==> src/rtl/cec_txctl_pkg.sv <==
package cec_txctl_pkg;
  localparam int NFLAG    = 8;
  localparam int F_BREQ   = 0;
  localparam int F_DONE   = 1;
  localparam int F_UDR    = 2;
  localparam int F_LERR   = 3;
  localparam int F_TXNACK = 4;
  localparam int F_ARB    = 5;
  localparam int F_RXNACK = 6;
  localparam int F_LBP    = 7;
endpackage

==> src/rtl/cec_flag_bank.sv <==
module cec_flag_bank #(
  parameter int N = 8
) (
  input  logic         clk,
  input  logic         rst_n,
  input  logic [N-1:0] set_ev,
  input  logic         clr_we,
  input  logic [N-1:0] clr_mask,
  input  logic [N-1:0] en,
  output logic [N-1:0] flags,
  output logic         irq
);
  for (genvar i = 0; i < N; i++) begin : g_bit
    always_ff @(posedge clk or negedge rst_n) begin
      if (!rst_n)              flags[i] <= 1'b0;
      else if (set_ev[i])      flags[i] <= 1'b1;   // set beats clear
      else if (clr_we && clr_mask[i]) flags[i] <= 1'b0;
    end
  end
  assign irq = |(flags & en);
endmodule

==> src/rtl/cec_deadline_tmr.sv <==
module cec_deadline_tmr #(
  parameter int TICKS = 6
) (
  input  logic clk,
  input  logic rst_n,
  input  logic start,
  input  logic stop,
  input  logic tick,
  output logic expire
);
  localparam int CW = $clog2(TICKS + 1);
  localparam logic [CW-1:0] LAST = CW'(TICKS - 1);

  logic [CW-1:0] cnt;
  logic          run;

  assign expire = run && tick && (cnt == LAST) && !stop && !start;

  always_ff @(posedge clk or negedge rst_n) begin
    if (!rst_n) begin
      cnt <= '0;
      run <= 1'b0;
    end else if (start) begin
      cnt <= '0;
      run <= 1'b1;
    end else if (stop) begin
      run <= 1'b0;
    end else if (run && tick) begin
      if (cnt == LAST) run <= 1'b0;
      cnt <= cnt + 1'b1;
    end
  end
endmodule

==> src/rtl/cec_cmd_seq.sv <==
module cec_cmd_seq #(
  parameter int BITS_PER_BYTE = 10,
  parameter int REQ_BIT       = 4
) (
  input  logic clk,
  input  logic rst_n,
  input  logic sw_som_set,
  input  logic sw_eom_set,
  input  logic ev_bit_sent,
  input  logic ev_ack_slot,
  input  logic ack_low,
  input  logic bcast,
  input  logic ev_conflict,
  input  logic ev_arb_lost,
  input  logic udr_ev,
  output logic cmd_som,
  output logic cmd_eom,
  output logic breq_ev,
  output logic done_ev,
  output logic txnack_ev,
  output logic lerr_ev,
  output logic arb_ev,
  output logic tx_abort,
  output logic rx_switch
);
  localparam int BW = $clog2(BITS_PER_BYTE);
  localparam logic [BW-1:0] WRAP = BW'(BITS_PER_BYTE - 1);
  localparam logic [BW-1:0] REQ  = BW'(REQ_BIT - 1);

  logic [BW-1:0] bit_cnt;
  logic          ack_bad, end_all, fail;

  assign ack_bad   = bcast ? ack_low : !ack_low;
  assign txnack_ev = cmd_som && ev_ack_slot && ack_bad;
  assign done_ev   = cmd_som && ev_ack_slot && !ack_bad && cmd_eom;
  assign lerr_ev   = cmd_som && ev_conflict;
  assign arb_ev    = cmd_som && ev_arb_lost;
  assign breq_ev   = cmd_som && !cmd_eom && ev_bit_sent && (bit_cnt == REQ);
  assign fail      = udr_ev || lerr_ev || txnack_ev;
  assign end_all   = fail || done_ev;

  always_ff @(posedge clk or negedge rst_n) begin
    if (!rst_n)            bit_cnt <= '0;
    else if (!cmd_som)     bit_cnt <= '0;
    else if (ev_bit_sent)  bit_cnt <= (bit_cnt == WRAP) ? '0 : bit_cnt + 1'b1;
  end

  always_ff @(posedge clk or negedge rst_n) begin
    if (!rst_n) begin
      cmd_som   <= 1'b0;
      cmd_eom   <= 1'b0;
      tx_abort  <= 1'b0;
      rx_switch <= 1'b0;
    end else begin
      tx_abort  <= fail;
      rx_switch <= arb_ev;
      if (end_all) begin
        cmd_som <= 1'b0;
        cmd_eom <= 1'b0;
      end else begin
        if (sw_som_set) cmd_som <= 1'b1;
        if (sw_eom_set) cmd_eom <= 1'b1;
      end
    end
  end
endmodule

==> src/rtl/cec_rx_evt.sv <==
module cec_rx_evt (
  input  logic clk,
  input  logic rst_n,
  input  logic ev_rx_ack_slot,
  input  logic ack_low,
  input  logic bcast,
  input  logic listen_en,
  input  logic own_hit,
  input  logic ev_long_bit,
  input  logic lbp_gen_en,
  output logic rxnack_ev,
  output logic lbp_ev,
  output logic rx_abort,
  output logic err_bit_req
);
  logic watched;
  assign watched   = bcast || (listen_en && !own_hit);
  assign rxnack_ev = ev_rx_ack_slot && !ack_low && watched;
  assign lbp_ev    = ev_long_bit;

  always_ff @(posedge clk or negedge rst_n) begin
    if (!rst_n) begin
      rx_abort    <= 1'b0;
      err_bit_req <= 1'b0;
    end else begin
      rx_abort    <= rxnack_ev || lbp_ev;
      err_bit_req <= lbp_ev && (lbp_gen_en || bcast);
    end
  end
endmodule

==> src/rtl/cec_txctl_core.sv <==
module cec_txctl_core
  import cec_txctl_pkg::*;
#(
  parameter int DATA_W         = 8,
  parameter int REG_W          = 32,
  parameter int BITS_PER_BYTE  = 10,
  parameter int REQ_BIT        = 4,
  parameter int DEADLINE_TICKS = 6
) (
  input  logic              clk,
  input  logic              rst_n,
  input  logic              tick_bit,
  input  logic              sw_som_set,
  input  logic              sw_eom_set,
  input  logic              sw_data_valid,
  output logic              sw_data_ready,
  input  logic [DATA_W-1:0] sw_data,
  output logic              le_byte_valid,
  input  logic              le_byte_ready,
  output logic [DATA_W-1:0] le_byte,
  input  logic              stat_wr,
  input  logic [REG_W-1:0]  stat_wdata,
  output logic [REG_W-1:0]  stat_rdata,
  input  logic [NFLAG-1:0]  irq_en,
  output logic              irq,
  output logic              cmd_som,
  output logic              cmd_eom,
  input  logic              ev_bit_sent,
  input  logic              ev_ack_slot,
  input  logic              ev_rx_ack_slot,
  input  logic              ack_low,
  input  logic              bcast,
  input  logic              listen_en,
  input  logic              own_hit,
  input  logic              ev_conflict,
  input  logic              ev_arb_lost,
  input  logic              ev_long_bit,
  input  logic              lbp_gen_en,
  output logic              tx_abort,
  output logic              rx_abort,
  output logic              rx_switch,
  output logic              err_bit_req
);
  logic              hold_full;
  logic [DATA_W-1:0] hold_q;
  logic              sw_fire, le_fire;
  logic              breq_ev, done_ev, txnack_ev, lerr_ev, arb_ev, udr_ev;
  logic              rxnack_ev, lbp_ev, tmr_expire, tmr_stop, cmd_end;
  logic [NFLAG-1:0]  set_ev, flags;
  logic              unused_hi;

  assign unused_hi     = ^stat_wdata[REG_W-1:NFLAG];
  assign sw_data_ready = !hold_full;
  assign le_byte_valid = hold_full;
  assign le_byte       = hold_q;
  assign sw_fire       = sw_data_valid && sw_data_ready;
  assign le_fire       = le_byte_valid && le_byte_ready;

  always_ff @(posedge clk or negedge rst_n) begin
    if (!rst_n) begin
      hold_full <= 1'b0;
      hold_q    <= '0;
    end else if (sw_fire) begin
      hold_full <= 1'b1;
      hold_q    <= sw_data;
    end else if (le_fire) begin
      hold_full <= 1'b0;
    end
  end

  cec_cmd_seq #(.BITS_PER_BYTE(BITS_PER_BYTE), .REQ_BIT(REQ_BIT)) u_seq (
    .clk(clk), .rst_n(rst_n),
    .sw_som_set(sw_som_set), .sw_eom_set(sw_eom_set),
    .ev_bit_sent(ev_bit_sent), .ev_ack_slot(ev_ack_slot),
    .ack_low(ack_low), .bcast(bcast),
    .ev_conflict(ev_conflict), .ev_arb_lost(ev_arb_lost), .udr_ev(udr_ev),
    .cmd_som(cmd_som), .cmd_eom(cmd_eom),
    .breq_ev(breq_ev), .done_ev(done_ev), .txnack_ev(txnack_ev),
    .lerr_ev(lerr_ev), .arb_ev(arb_ev),
    .tx_abort(tx_abort), .rx_switch(rx_switch)
  );

  assign cmd_end  = lerr_ev || txnack_ev || done_ev;
  assign tmr_stop = sw_fire || (stat_wr && stat_wdata[F_BREQ]) || cmd_end;
  assign udr_ev   = tmr_expire && !hold_full;

  cec_deadline_tmr #(.TICKS(DEADLINE_TICKS)) u_tmr (
    .clk(clk), .rst_n(rst_n),
    .start(breq_ev), .stop(tmr_stop), .tick(tick_bit),
    .expire(tmr_expire)
  );

  cec_rx_evt u_rx (
    .clk(clk), .rst_n(rst_n),
    .ev_rx_ack_slot(ev_rx_ack_slot), .ack_low(ack_low), .bcast(bcast),
    .listen_en(listen_en), .own_hit(own_hit),
    .ev_long_bit(ev_long_bit), .lbp_gen_en(lbp_gen_en),
    .rxnack_ev(rxnack_ev), .lbp_ev(lbp_ev),
    .rx_abort(rx_abort), .err_bit_req(err_bit_req)
  );

  always_comb begin
    set_ev           = '0;
    set_ev[F_BREQ]   = breq_ev;
    set_ev[F_DONE]   = done_ev;
    set_ev[F_UDR]    = udr_ev;
    set_ev[F_LERR]   = lerr_ev;
    set_ev[F_TXNACK] = txnack_ev;
    set_ev[F_ARB]    = arb_ev;
    set_ev[F_RXNACK] = rxnack_ev;
    set_ev[F_LBP]    = lbp_ev;
  end

  cec_flag_bank #(.N(NFLAG)) u_flags (
    .clk(clk), .rst_n(rst_n),
    .set_ev(set_ev), .clr_we(stat_wr), .clr_mask(stat_wdata[NFLAG-1:0]),
    .en(irq_en), .flags(flags), .irq(irq)
  );

  assign stat_rdata = {{(REG_W-NFLAG){1'b0}}, flags};
endmodule

==> config.mk <==
export PLATFORM = sky130hd
export DESIGN_NAME = cec_txctl_core
export DESIGN_NICKNAME = d
export VERILOG_FILES = /design/src/rtl/cec_txctl_pkg.sv /design/src/rtl/cec_flag_bank.sv /design/src/rtl/cec_deadline_tmr.sv /design/src/rtl/cec_cmd_seq.sv /design/src/rtl/cec_rx_evt.sv /design/src/rtl/cec_txctl_core.sv
export SDC_FILE = /design/constraint.sdc
export NUM_CORES = 1
export LEC_CHECK = 0
export ABC_AREA = 1
export CAP_MARGIN = 20
export CORE_ASPECT_RATIO = 1.25
export CORE_MARGIN = 5
export CORE_UTILIZATION = 50
export CTS_CLUSTER_DIAMETER = 150
export DETAILED_ROUTE_END_ITERATION = 7
export DONT_BUFFER_PORTS = 1
export SLEW_MARGIN = 20
export SYNTH_ARGS = -nofsm -noshare
export SYNTH_HDL_FRONTEND = slang
export SYNTH_SLANG_ARGS = --single-unit
==> constraint.sdc <==
create_clock -name clk -period 1.84 [get_ports clk]
set_clock_uncertainty 0.2 [all_clocks]
set_input_delay 0.092 -clock clk [delete_from_list [all_inputs] [get_ports clk]]
set_output_delay 0.092 -clock clk [all_outputs]
set_load 0.03 [all_outputs]
* Yosys cells after proc, flatten, opt, wreduce, memory -nomap -nowiden
Cells that the tools add are included.
Cells by class: add/sub/neg operators 2, equality and inequality tests 5, mux-type cells 33, bitwise logic cells 1, reductions and logical operators 62
Operators with widths (count):
- logical AND 1 bit | 28
- 2-to-1 mux 1 bit | 27
- nonzero test 2 bit | 12
- 2-to-1 mux 4 bit | 3
- logical OR 1 bit | 10
- 2-to-1 mux 3 bit | 3
- AND 8 bit | 1
- OR reduction 8 bit | 1
- logical NOT 1 bit | 7
- nonzero test 3 bit | 2
- adder 4 x 1 -> 4 bit, second input constant | 1
- equality test 4 x 2 -> 1 bit, second input constant | 1
- equality test 4 bit, second input constant | 1
- AND reduction 2 bit | 2
- adder 3 x 1 -> 3 bit, second input constant | 1
- equality test 3 bit, second input constant | 1
- inequality test 2 x 1 -> 1 bit, second input constant | 1
- inequality test 2 bit, second input constant | 1
Storage, ports and cells: register bits 31, bits of input ports 67, output and inout bits 49

* Logic depth before layout (Yosys ltp)
Gate-level depths: netlist of run 1.
word-level depth 15, mapped depth 9

* Cells and area by module
From an unflattened synthesis of run 1, not the netlist that was laid out.
Second synthesis, totals: cells, all modules 219, area total of the unflattened synthesis 1691.6 um^2
By module, submodules not included:
- cec_txctl_core | times used 1, cells each 71, area an instance 565.5 um^2, seq. area each 225.2 um^2
- cec_cmd_seq | times used 1, cells each 60, area an instance 424.2 um^2, seq. area each 200.2 um^2
- cec_flag_bank | times used 1, cells each 40, area an instance 354.1 um^2, seq. area each 200.2 um^2
- cec_deadline_tmr | times used 1, cells each 33, area an instance 245.2 um^2, seq. area each 100.1 um^2
- cec_rx_evt | times used 1, cells each 15, area an instance 102.6 um^2, seq. area each 50.0 um^2

* Least setup slack after synthesis of run 1
OpenSTA, ideal clock, no wires.
kind reg-to-reg, from reg hold_full (netlist: le_byte_valid), to reg u_tmr.cnt[0], setup time 0.119 ns, data arrival time 1.284 ns, data required time 1.521 ns, setup slack 0.237 ns, stages on the path, launching flop included 10, buffers on the path 0, cell sequence dfrtp_1 inv_2 nand2_4 nand2_2 inv_2 nand2_4 nor2_4 nand3_1 nand2_1 nor2_1
On the way: cells in the longest elaborated chain, start to end 6
Ends and longest elaborated chain:
- start: declaration | RTL line cec_txctl_core.sv:44 | logic hold_full;
- start signal: assignment | RTL line cec_txctl_core.sv:61 | hold_full <= 1'b0;
- start signal: assignment | RTL line cec_txctl_core.sv:64 | hold_full <= 1'b1;
- start signal: assignment | RTL line cec_txctl_core.sv:67 | hold_full <= 1'b0;
- logical NOT 1 bit | RTL line cec_txctl_core.sv:53 | assign sw_data_ready = !hold_full;
- named net sw_data_ready | RTL line cec_txctl_core.sv:16 | output logic sw_data_ready,
- logical AND 1 bit | RTL line cec_txctl_core.sv:56 | assign sw_fire = sw_data_valid && sw_data_ready;
- logical OR 1 bit (2 in a row) | RTL line cec_txctl_core.sv:84 | assign tmr_stop = sw_fire || (stat_wr && stat_wdata[F_BREQ]) || cmd_end;
- inequality test 2 x 1 -> 1 bit (no source line)
- AND reduction 2 bit (no source line)
- end signal: assignment | RTL line cec_deadline_tmr.sv:30 | cnt <= cnt + 1'b1;
- end: declaration | RTL line cec_deadline_tmr.sv:14 | logic [CW-1:0] cnt;
The timed path passes the listed nets, and every way through them passes these cells. A chain may end at the register's enable or synchronous reset.

* Worst setup path in the final report of run 1
from reg u_flags.flags[3], to out irq
On the way: cells in the longest elaborated chain, start to end 2
Ends and longest elaborated chain:
- start: declaration | RTL line cec_flag_bank.sv:10 | output logic [N-1:0] flags,
- start signal: indexed assignment | RTL line cec_flag_bank.sv:15 | if (!rst_n) flags[i] <= 1'b0;
- start signal: indexed assignment | RTL line cec_flag_bank.sv:16 | else if (set_ev[i]) flags[i] <= 1'b1;
- start signal: indexed assignment | RTL line cec_flag_bank.sv:17 | else if (clr_we && clr_mask[i]) flags[i] <= 1'b0;
- AND 8 bit | RTL line cec_flag_bank.sv:20 | assign irq = |(flags & en);
- OR reduction 8 bit | RTL line cec_flag_bank.sv:20
- end: declaration | RTL line cec_txctl_core.sv:25 | output logic irq,
Every way passes these cells.

==> impl_metrics.yaml, run 1 <==
clock_tree:
  clkTransAtPathRegs_ps: 70
  cts-root-buf: "clkbuf_8"
  clk_path_buf_depth: 2
  cts_setup_buffers: 0
  cts_buffers: 5
  cts_htree_levels: 2
  clkSinkCount: 31
  cts_tree: "built"
  clkLatencyLatePin_ps: 280
global_routing:
  grt_pass1_wl_mm: 6.71
  grt_pass1_vias: 1453
  grt_remaining_overflow: 0
  grt_max_degree: 32
  antenna_found_initial: 0
  track_usage: 0.183
sta:
  fin_crit_sh: 0.952
  timing.fmax_mhz: 571
  fin_ws_ps: 88.1
  fin_crit_ps: 1750
  finalHoldViolCount: 0
  slew_viol_final: 0
  rsz0062_at_grt: "no"
  tns_ps: 0
  finalSetupViolCount: 0
detailed_routing:
  drt_wl_total_mm: 4.09
  dr_wl_met2_mm: 2.32
  antenna_left: 0
  vias_per_cell: 5.01
  dr_wl_met3_um: 413
  routedWlPerCell_um: 14.9
  vias: 1373
  drcViolationCount: 0
  drt_pass1_iterations: 4
  wl_met1_mm: 1.35
  drtIter0Drc: 33
  highest_layer: "met4"
synthesis:
  ys_types: 26
  netlist_area_um2: 1720
  ys_ff_latch: 31
  syn_inst: 192
  ys_seq_area_frac: 0.450
  postSynthAreaPerCell_um2: 8.98
  ys_warn_count: 0
setup_path:
  reg2regPathDepth: 5
  path_max_fanout: 3
  critical_path.endpoint_type: "output pin"
  endpoint: "irq"
  start_kind: "register"
  required_ps: 1550
  crit_start: "u_flags.flags[3]"
  crit_type: "reg -> out"
  r2r_start: "u_seq.cmd_som"
  worstPathArrival_ps: 1460
  r2r_end: "u_flags.flags[4]"
  reg2reg_slack_ps: 170
pwr:
  seqPwrFrac: 0.491
  finalPower_mw: 2.41
  switching_share: 0.405
  p_per_area_nw_per_um2: 1110
  p_clk_frac: 0.242
  intPower_mw: 1.44
  power_frac_comb: 0.266
  p_sw_mw: 0.975
  peakVddDrop_mv: 1.02
  total_leakage_power_nw: 1.12
floorplan:
  io_pins: 116
  dieArea_um2: 4730
  die_y_um: 75.7
  initial_core_util: 0.526
  core_area_um2: 3280
  die_w_um: 62.5
  rows: 23
final_layout:
  diodes: 0
  seqCellArea_um2: 778
  area_delta_synth_final_pct: 25.9
  drive_gt1_frac: 0.173
  fill_cells: 285
  fin_nets: 307
  multiInputGateArea_um2: 773
run_status:
  status: "complete, no violations"
job:
  drv_cap: 0
worst_hold_path:
  holdCritPathClass: "in -> async"
placement:
  pre_cts_ws_ps: 229
  port-buffer-count: 0
  finalWeightedCongestion: 0.704
  place_hpwl_mm: 2.84
## worst min path at each step
stage                from                to  slack [ps]
detailed placement  rst_n     u_rx.rx_abort        -400
CTS                 rst_n  u_flags.flags[1]          50
global route        rst_n  u_flags.flags[4]          70
floorplan           rst_n        le_byte[0]        -400
finish              rst_n  u_flags.flags[0]          50
global placement    rst_n  u_flags.flags[7]        -400
## final cells by class
cell class / count / share of cell area
clock buffers: 8 / 0.0461
multi-input cells: 140 / 0.356
repair buffers: 40 / 0.187
inverters: 18 / 0.0311
flip-flops and latches: 31 / 0.359
well taps: 37 / 0.0213
## state kept, by name, indices dropped and copies added (netlist names)
signal            cells
le_byte               8
le_byte_valid         1
u_flags.flags         8
u_rx.err_bit_req      1
u_rx.rx_abort         1
u_seq.bit_cnt         4
u_seq.cmd_eom         1
u_seq.cmd_som         1
u_seq.rx_switch       1
u_seq.tx_abort        1
u_tmr.cnt             3
u_tmr.run             1
## power by group through the flow
stage / Sequential [mW] / Combinational [mW] / Clock [mW]
global route: 1.21 / 0.730 / 0.639
floorplan: 1.16 / 0.492 / 0
CTS: 1.18 / 0.637 / 0.603
detailed placement: 1.19 / 0.532 / 0
finish: 1.18 / 0.642 / 0.584
global placement: 1.19 / 0.506 / 0
## cell families (layout without fill, tap and decap cells)
group,Yosys count,count (layout),share of synthesized area
adder cells (fa/ha/maj),4,4,0.0290
AO/OA/AOI/OAI,18,18,0.0646
other,1,24,0.00217
buffers and inverters,44,66,0.153
flip-flops,31,31,0.450
AND/OR/NAND/NOR,84,84,0.239
XOR/XNOR,2,2,0.0102
multiplexers,8,8,0.0523
## synth_stat cells (all sizes together)
master	instances	area share
o21ai	7	0.022
mux2	8	0.052
conb	1	0.0022
dfrtp	31	0.45
a21boi	1	0.0065
nand3	6	0.017
nand2	59	0.16
xor2	2	0.010
nor2	12	0.035
a21oi	6	0.017
nand4	2	0.0073
nor3	4	0.012
ha	4	0.029
a221oi	2	0.010
o22ai	1	0.0036
inv	18	0.039
buf	26	0.11
nand3b	1	0.012
o211ai	1	0.0044
## layout by cell type (no fill, tap or decap)
cell type / netlist / final
nor2_1: 10 / 10
inv_2: 4 / 4
buf_12: 0 / 1
xor2_1: 2 / 2
o21ai_2: 1 / 1
a221oi_1: 2 / 2
nand3_1: 6 / 6
nand3b_4: 1 / 1
nand2_1: 48 / 47
inv_1: 14 / 14
a21oi_1: 6 / 6
a21boi_2: 1 / 1
o211ai_1: 1 / 1
mux2_2: 8 / 8
ha_1: 4 / 4
conb_1: 1 / 24
clkbuf_1: 0 / 1
dlygate4sd3_1: 0 / 37
nand2_4: 4 / 4
o21ai_0: 6 / 6
clkbuf_8: 0 / 7
nor3_1: 4 / 4
dfrtp_1: 31 / 29
nand4_1: 2 / 2
nand2_2: 7 / 8
nor2_4: 2 / 2
dfrtp_2: 0 / 2
buf_4: 24 / 2
o22ai_1: 1 / 1
## routing by layer
layer | up-vias | GRT usage
met5 | - | 0
met4 | 0 | 0.0472
met3 | 2 | 0.0796
met2 | 61 | 0.359
met1 | 661 | 0.174
li1 | 649 | -
## per-stage QoR
stage,util,cells,area (µm²),hold slack (ps)
detailed placement,0.511,228,1680,-403
finish,0.662,274,2170,48.1
global route,0.662,274,2170,68.6
CTS,0.660,274,2170,48.9
floorplan,-,215,1810,-404
global placement,0.511,228,1680,-403
## what timing repair did
action                                  in CTS  in global routing
endpoints found under the setup margin       0                  1
endpoints found under the hold margin       62                  0
gates resized for setup                      0                  3
hold buffers                                38                  0
## worst max-delay path, stage by stage (launching register included)
cell	delay, ps
dfrtp_1	500
nand2_1	120
nand2_1	80
a221oi_1	280
nand2_2	200
(Power assumes the default switching activity.)
==> run 2, diff against run 1 <==
--- a/config.mk
+++ b/config.mk
@@ -7,12 +7,15 @@
 export LEC_CHECK = 0
 export ABC_AREA = 1
 export CAP_MARGIN = 20
+export CELL_PAD_IN_SITES_DETAIL_PLACEMENT = 1
+export CELL_PAD_IN_SITES_GLOBAL_PLACEMENT = 1
 export CORE_ASPECT_RATIO = 1.25
 export CORE_MARGIN = 5
-export CORE_UTILIZATION = 50
+export CORE_UTILIZATION = 43
 export CTS_CLUSTER_DIAMETER = 150
 export DETAILED_ROUTE_END_ITERATION = 7
 export DONT_BUFFER_PORTS = 1
+export PLACE_DENSITY_LB_ADDON = 0.1
 export SLEW_MARGIN = 20
 export SYNTH_ARGS = -nofsm -noshare
 export SYNTH_HDL_FRONTEND = slang
==> impl_metrics.yaml, run 2 (synthesis results as in run 1) <==
setup_path:
  r2r_end: "le_byte_valid"
  required_ps: 1550
  critical_path.endpoint_type: "output pin"
  crit_type: "reg -> out"
  worstPathArrival_ps: 1470
  path_max_fanout: 3
  reg2reg_slack_ps: 160
  reg2regPathDepth: 4
  start_kind: "register"
  r2r_start: "le_byte_valid"
global_routing:
  grt_use_met1: 0.182
  antenna_found_initial: 0
  use_met2: 0.399
  grt_max_degree: 32
  grt_remaining_overflow: 0
  track_usage: 0.202
  grt_pass1_vias: 1605
  gr-usage-met3: 0.0581
  grt_pass1_wl_mm: 7.96
  grt_busiest_layer: "met2"
final_layout:
  final_common_cell: "nand2_1"
  fin_nets: 307
  utilization: 0.580
  fill_cells: 450
  final_cell_mix: "47 x nand2_1, 37 x dlygate4sd3_1, 27 x dfrtp_1"
  diodes: 0
  seqCellArea_um2: 781
  area_delta_synth_final_pct: 28.3
  multiInputGateArea_um2: 773
  drive_gt1_frac: 0.186
pwr:
  p_per_area_nw_per_um2: 1150
  total_leakage_power_nw: 1.13
  peakVddDrop_mv: 0.640
  finalPower_mw: 2.55
sta:
  slew_viol_final: 0
  rsz0062_at_grt: "no"
  fin_crit_sh: 0.955
  finalSetupViolCount: 0
  fin_crit_ps: 1760
  tns_ps: 0
  finalHoldViolCount: 0
  timing.fmax_mhz: 569
clock_tree:
  cts_htree_levels: 2
  cts_buffers: 5
  clkTransAtPathRegs_ps: 70
  cts_setup_buffers: 0
  cts_tree: "built"
  clkSinkCount: 31
  clk_path_buf_depth: 2
  cts-root-buf: "clkbuf_8"
  clkLatencyLatePin_ps: 290
job:
  drv_cap: 0
placement:
  place_hpwl_mm: 3.20
  port-buffer-count: 0
  finalWeightedCongestion: 0.740
run_status:
  status: "complete, no violations"
detailed_routing:
  antenna_left: 0
  drt_pass1_iterations: 4
  drt_wl_total_mm: 4.98
  drcViolationCount: 0
  drtIter0Drc: 24
  vias_per_cell: 4.80
  routedWlPerCell_um: 17.1
  vias: 1398
floorplan:
  die_y_um: 80.8
  initial_core_util: 0.452
  die_w_um: 66.6
  rows: 25
  core_area_um2: 3820
  io_pins: 116
  dieArea_um2: 5380
worst_hold_path:
  holdCritPathClass: "in -> async"
-- run 2: power by group --
part           total, mW  switching, mW  internal, mW
Combinational      0.655          0.400         0.256
Sequential          1.20          0.361         0.835
Clock              0.703          0.265         0.438
Total               2.55           1.03          1.53
-- run 2: through the flow --
stage	setup slack, ps	cell area, µm²	std cells	hold WS (ps)
3_3_place_gp	273	1700	245	-403
5_1_grt	36.0	2210	291	64.3
4_1_cts	83.2	2200	291	46.4
6_report	82.4	2210	291	62.7
3_5_place_dp	238	1700	245	-403
2_1_floorplan	237	1810	215	-404
-- run 2: worst max-delay path by stage --
stage,from,end,slack [ps],cells after the start
after floorplan,le_byte_valid,u_tmr.cnt[0],240,9
after global placement,u_seq.cmd_eom,u_tmr.cnt[1],270,7
after detailed placement,u_seq.bit_cnt[0],u_seq.cmd_eom,240,7
after CTS,u_flags.flags[3],irq,80,4
after global routing,u_flags.flags[5],irq,40,4
final,u_flags.flags[4],irq,80,4
-- run 2: timing repair --
action,CTS,global route
resized for setup,0,5
hold endpoints to repair,62,0
hold buffers,38,0
setup endpoints to repair,0,1
-- run 2: cell type report --
class,instances,area share
Sequential cell,31,0.353
Multi-Input combinational cell,140,0.350
Timing Repair Buffer,40,0.183
Clock buffer,6,0.0373
Inverter,18,0.0305
Tap cell,54,0.0305
Clock inverter,2,0.0158
-- run 2: worst max-delay path, cell delays in order, from the launching register on --
cell and delay, ps:
dfrtp_2 490, nand2_1 110, nand2_1 70, a221oi_1 300
nand2_2 210
-- run 2: metal layers --
metal	vias to the layer above	share of wire
met5	-	0
met4	0	0.031
met3	14	0.065
met2	55	0.57
met1	681	0.33
li1	648	-
==> run 3, diff against run 2 <==
--- a/config.mk
+++ b/config.mk
@@ -11,7 +11,7 @@
 export CELL_PAD_IN_SITES_GLOBAL_PLACEMENT = 1
 export CORE_ASPECT_RATIO = 1.25
 export CORE_MARGIN = 5
-export CORE_UTILIZATION = 43
+export CORE_UTILIZATION = 40
 export CTS_CLUSTER_DIAMETER = 150
 export DETAILED_ROUTE_END_ITERATION = 7
 export DONT_BUFFER_PORTS = 1
==> impl_metrics.yaml, run 3 (synthesis results as in run 1) <==
job:
  drv_cap: 0
placement:
  place_hpwl_mm: 3.25
  port-buffer-count: 0
  finalWeightedCongestion: 0.709
detailed_routing:
  drcViolationCount: 0
  drt_pass1_iterations: 4
  vias_per_cell: 4.64
  antenna_left: 0
  vias: 1368
  drt_wl_total_mm: 4.59
  drtIter0Drc: 14
  routedWlPerCell_um: 15.6
clock_tree:
  clk_path_buf_depth: 2
  clkLatencyLatePin_ps: 280
  cts_htree_levels: 2
  clkSinkCount: 31
  cts_buffers: 5
  cts_tree: "built"
  cts-root-buf: "clkbuf_8"
  clkTransAtPathRegs_ps: 70
floorplan:
  rows: 26
  core_area_um2: 4130
  io_pins: 116
  initial_core_util: 0.417
  die_w_um: 68.7
  die_y_um: 83.4
  dieArea_um2: 5730
setup_path:
  worstPathArrival_ps: 1450
  start_kind: "register"
  r2r_start: "u_seq.cmd_som"
  crit_type: "reg -> out"
  reg2regPathDepth: 5
  reg2reg_slack_ps: 130
  path_max_fanout: 3
  required_ps: 1550
  r2r_end: "u_flags.flags[1]"
  critical_path.endpoint_type: "output pin"
worst_hold_path:
  min_to: "u_tmr.cnt[2]"
  hold_depth: 5
  min_from: "ev_conflict"
  holdCritPathClass: "in -> reg"
final_layout:
  utilization: 0.531
  final_common_cell: "nand2_1"
  area_delta_synth_final_pct: 27.1
  fin_nets: 309
  drive_gt1_frac: 0.163
  fill_cells: 495
  seqCellArea_um2: 776
  final_cell_mix: "48 x nand2_1, 38 x dlygate4sd3_1, 31 x dfrtp_1"
  multiInputGateArea_um2: 771
  diodes: 0
pwr:
  seqPwrFrac: 0.492
  switching_share: 0.421
  p_clk_frac: 0.219
  total_leakage_power_nw: 1.13
  p_sw_mw: 0.999
  intPower_mw: 1.37
  p_per_area_nw_per_um2: 1080
  power_frac_comb: 0.288
  peakVddDrop_mv: 0.685
run_status:
  status: "complete, no violations"
sta:
  fin_hold_ws_ps: 7.02
  finalHoldViolCount: 0
  fin_crit_sh: 0.947
  rsz0062_at_grt: "no"
  timing.fmax_mhz: 574
  fin_crit_ps: 1740
  finalSetupViolCount: 0
  slew_viol_final: 0
  tns_ps: 0
global_routing:
  grt_pass1_wl_mm: 7.15
  grt_remaining_overflow: 0
  grt_pass1_vias: 1532
  track_usage: 0.166
  grt_max_degree: 32
  antenna_found_initial: 0
[run 3: how the worst max path moves through the flow]
stage	start	endpoint	slack [ps]	cells past startpoint
after floorplan	le_byte_valid	u_tmr.cnt[0]	240	9
after global placement	u_seq.bit_cnt[0]	u_seq.cmd_eom	290	7
after detailed placement	u_seq.bit_cnt[0]	u_seq.cmd_som	230	7
after CTS	u_flags.flags[7]	irq	100	4
after global routing	u_flags.flags[4]	irq	20	4
final	u_flags.flags[5]	irq	100	4
[run 3: area by class of cell]
| class | count | share of cell area |
|---|---|---|
| Inverter | 18 | 0.0308 |
| Tap cell | 56 | 0.0320 |
| Timing Repair Buffer | 42 | 0.193 |
| Sequential cell | 31 | 0.354 |
| Multi-Input combinational cell | 140 | 0.352 |
| Clock buffer | 6 | 0.0331 |
| Clock inverter | 2 | 0.00571 |
[run 3: through the flow]
stage | power [mW] | cell area, µm² | setup slack, ps | cells
after floorplan | 1.65 | 1810 | 237 | 215
after global placement | 1.71 | 1710 | 286 | 248
after detailed placement | 1.75 | 1710 | 226 | 248
after CTS | 2.39 | 2190 | 103 | 295
after global routing | 2.51 | 2190 | 15.2 | 295
final | 2.37 | 2190 | 98.1 | 295
[run 3: what timing repair did]
action                    in CTS  in global routing
hold buffers                  39                  0
buffers inserted               0                  0
hold endpoints to repair      62                  0
gates resized for setup        0                  0
[run 3: metal layers]
layer	vias up	routed length [µm]	global-route usage
met4	0	73	0.0426
met2	44	2680	0.339
li1	652	-	-
met1	664	1550	0.148
met5	-	0	0
met3	8	294	0.0405
[run 3: critical path: stages, from the launching register on]
cell and delay (ps):
dfrtp_1 510, nand2_1 120, nand2_1 60, a221oi_1 210, nand2_1 260
[run 3: power by group through the flow]
stage	sequential, mW	combinational [mW]	clock (mW)
floorplan	1.16	0.492	0
global placement	1.17	0.540	0
detailed placement	1.18	0.568	0
CTS	1.17	0.685	0.539
global route	1.19	0.762	0.559
finish	1.17	0.685	0.520
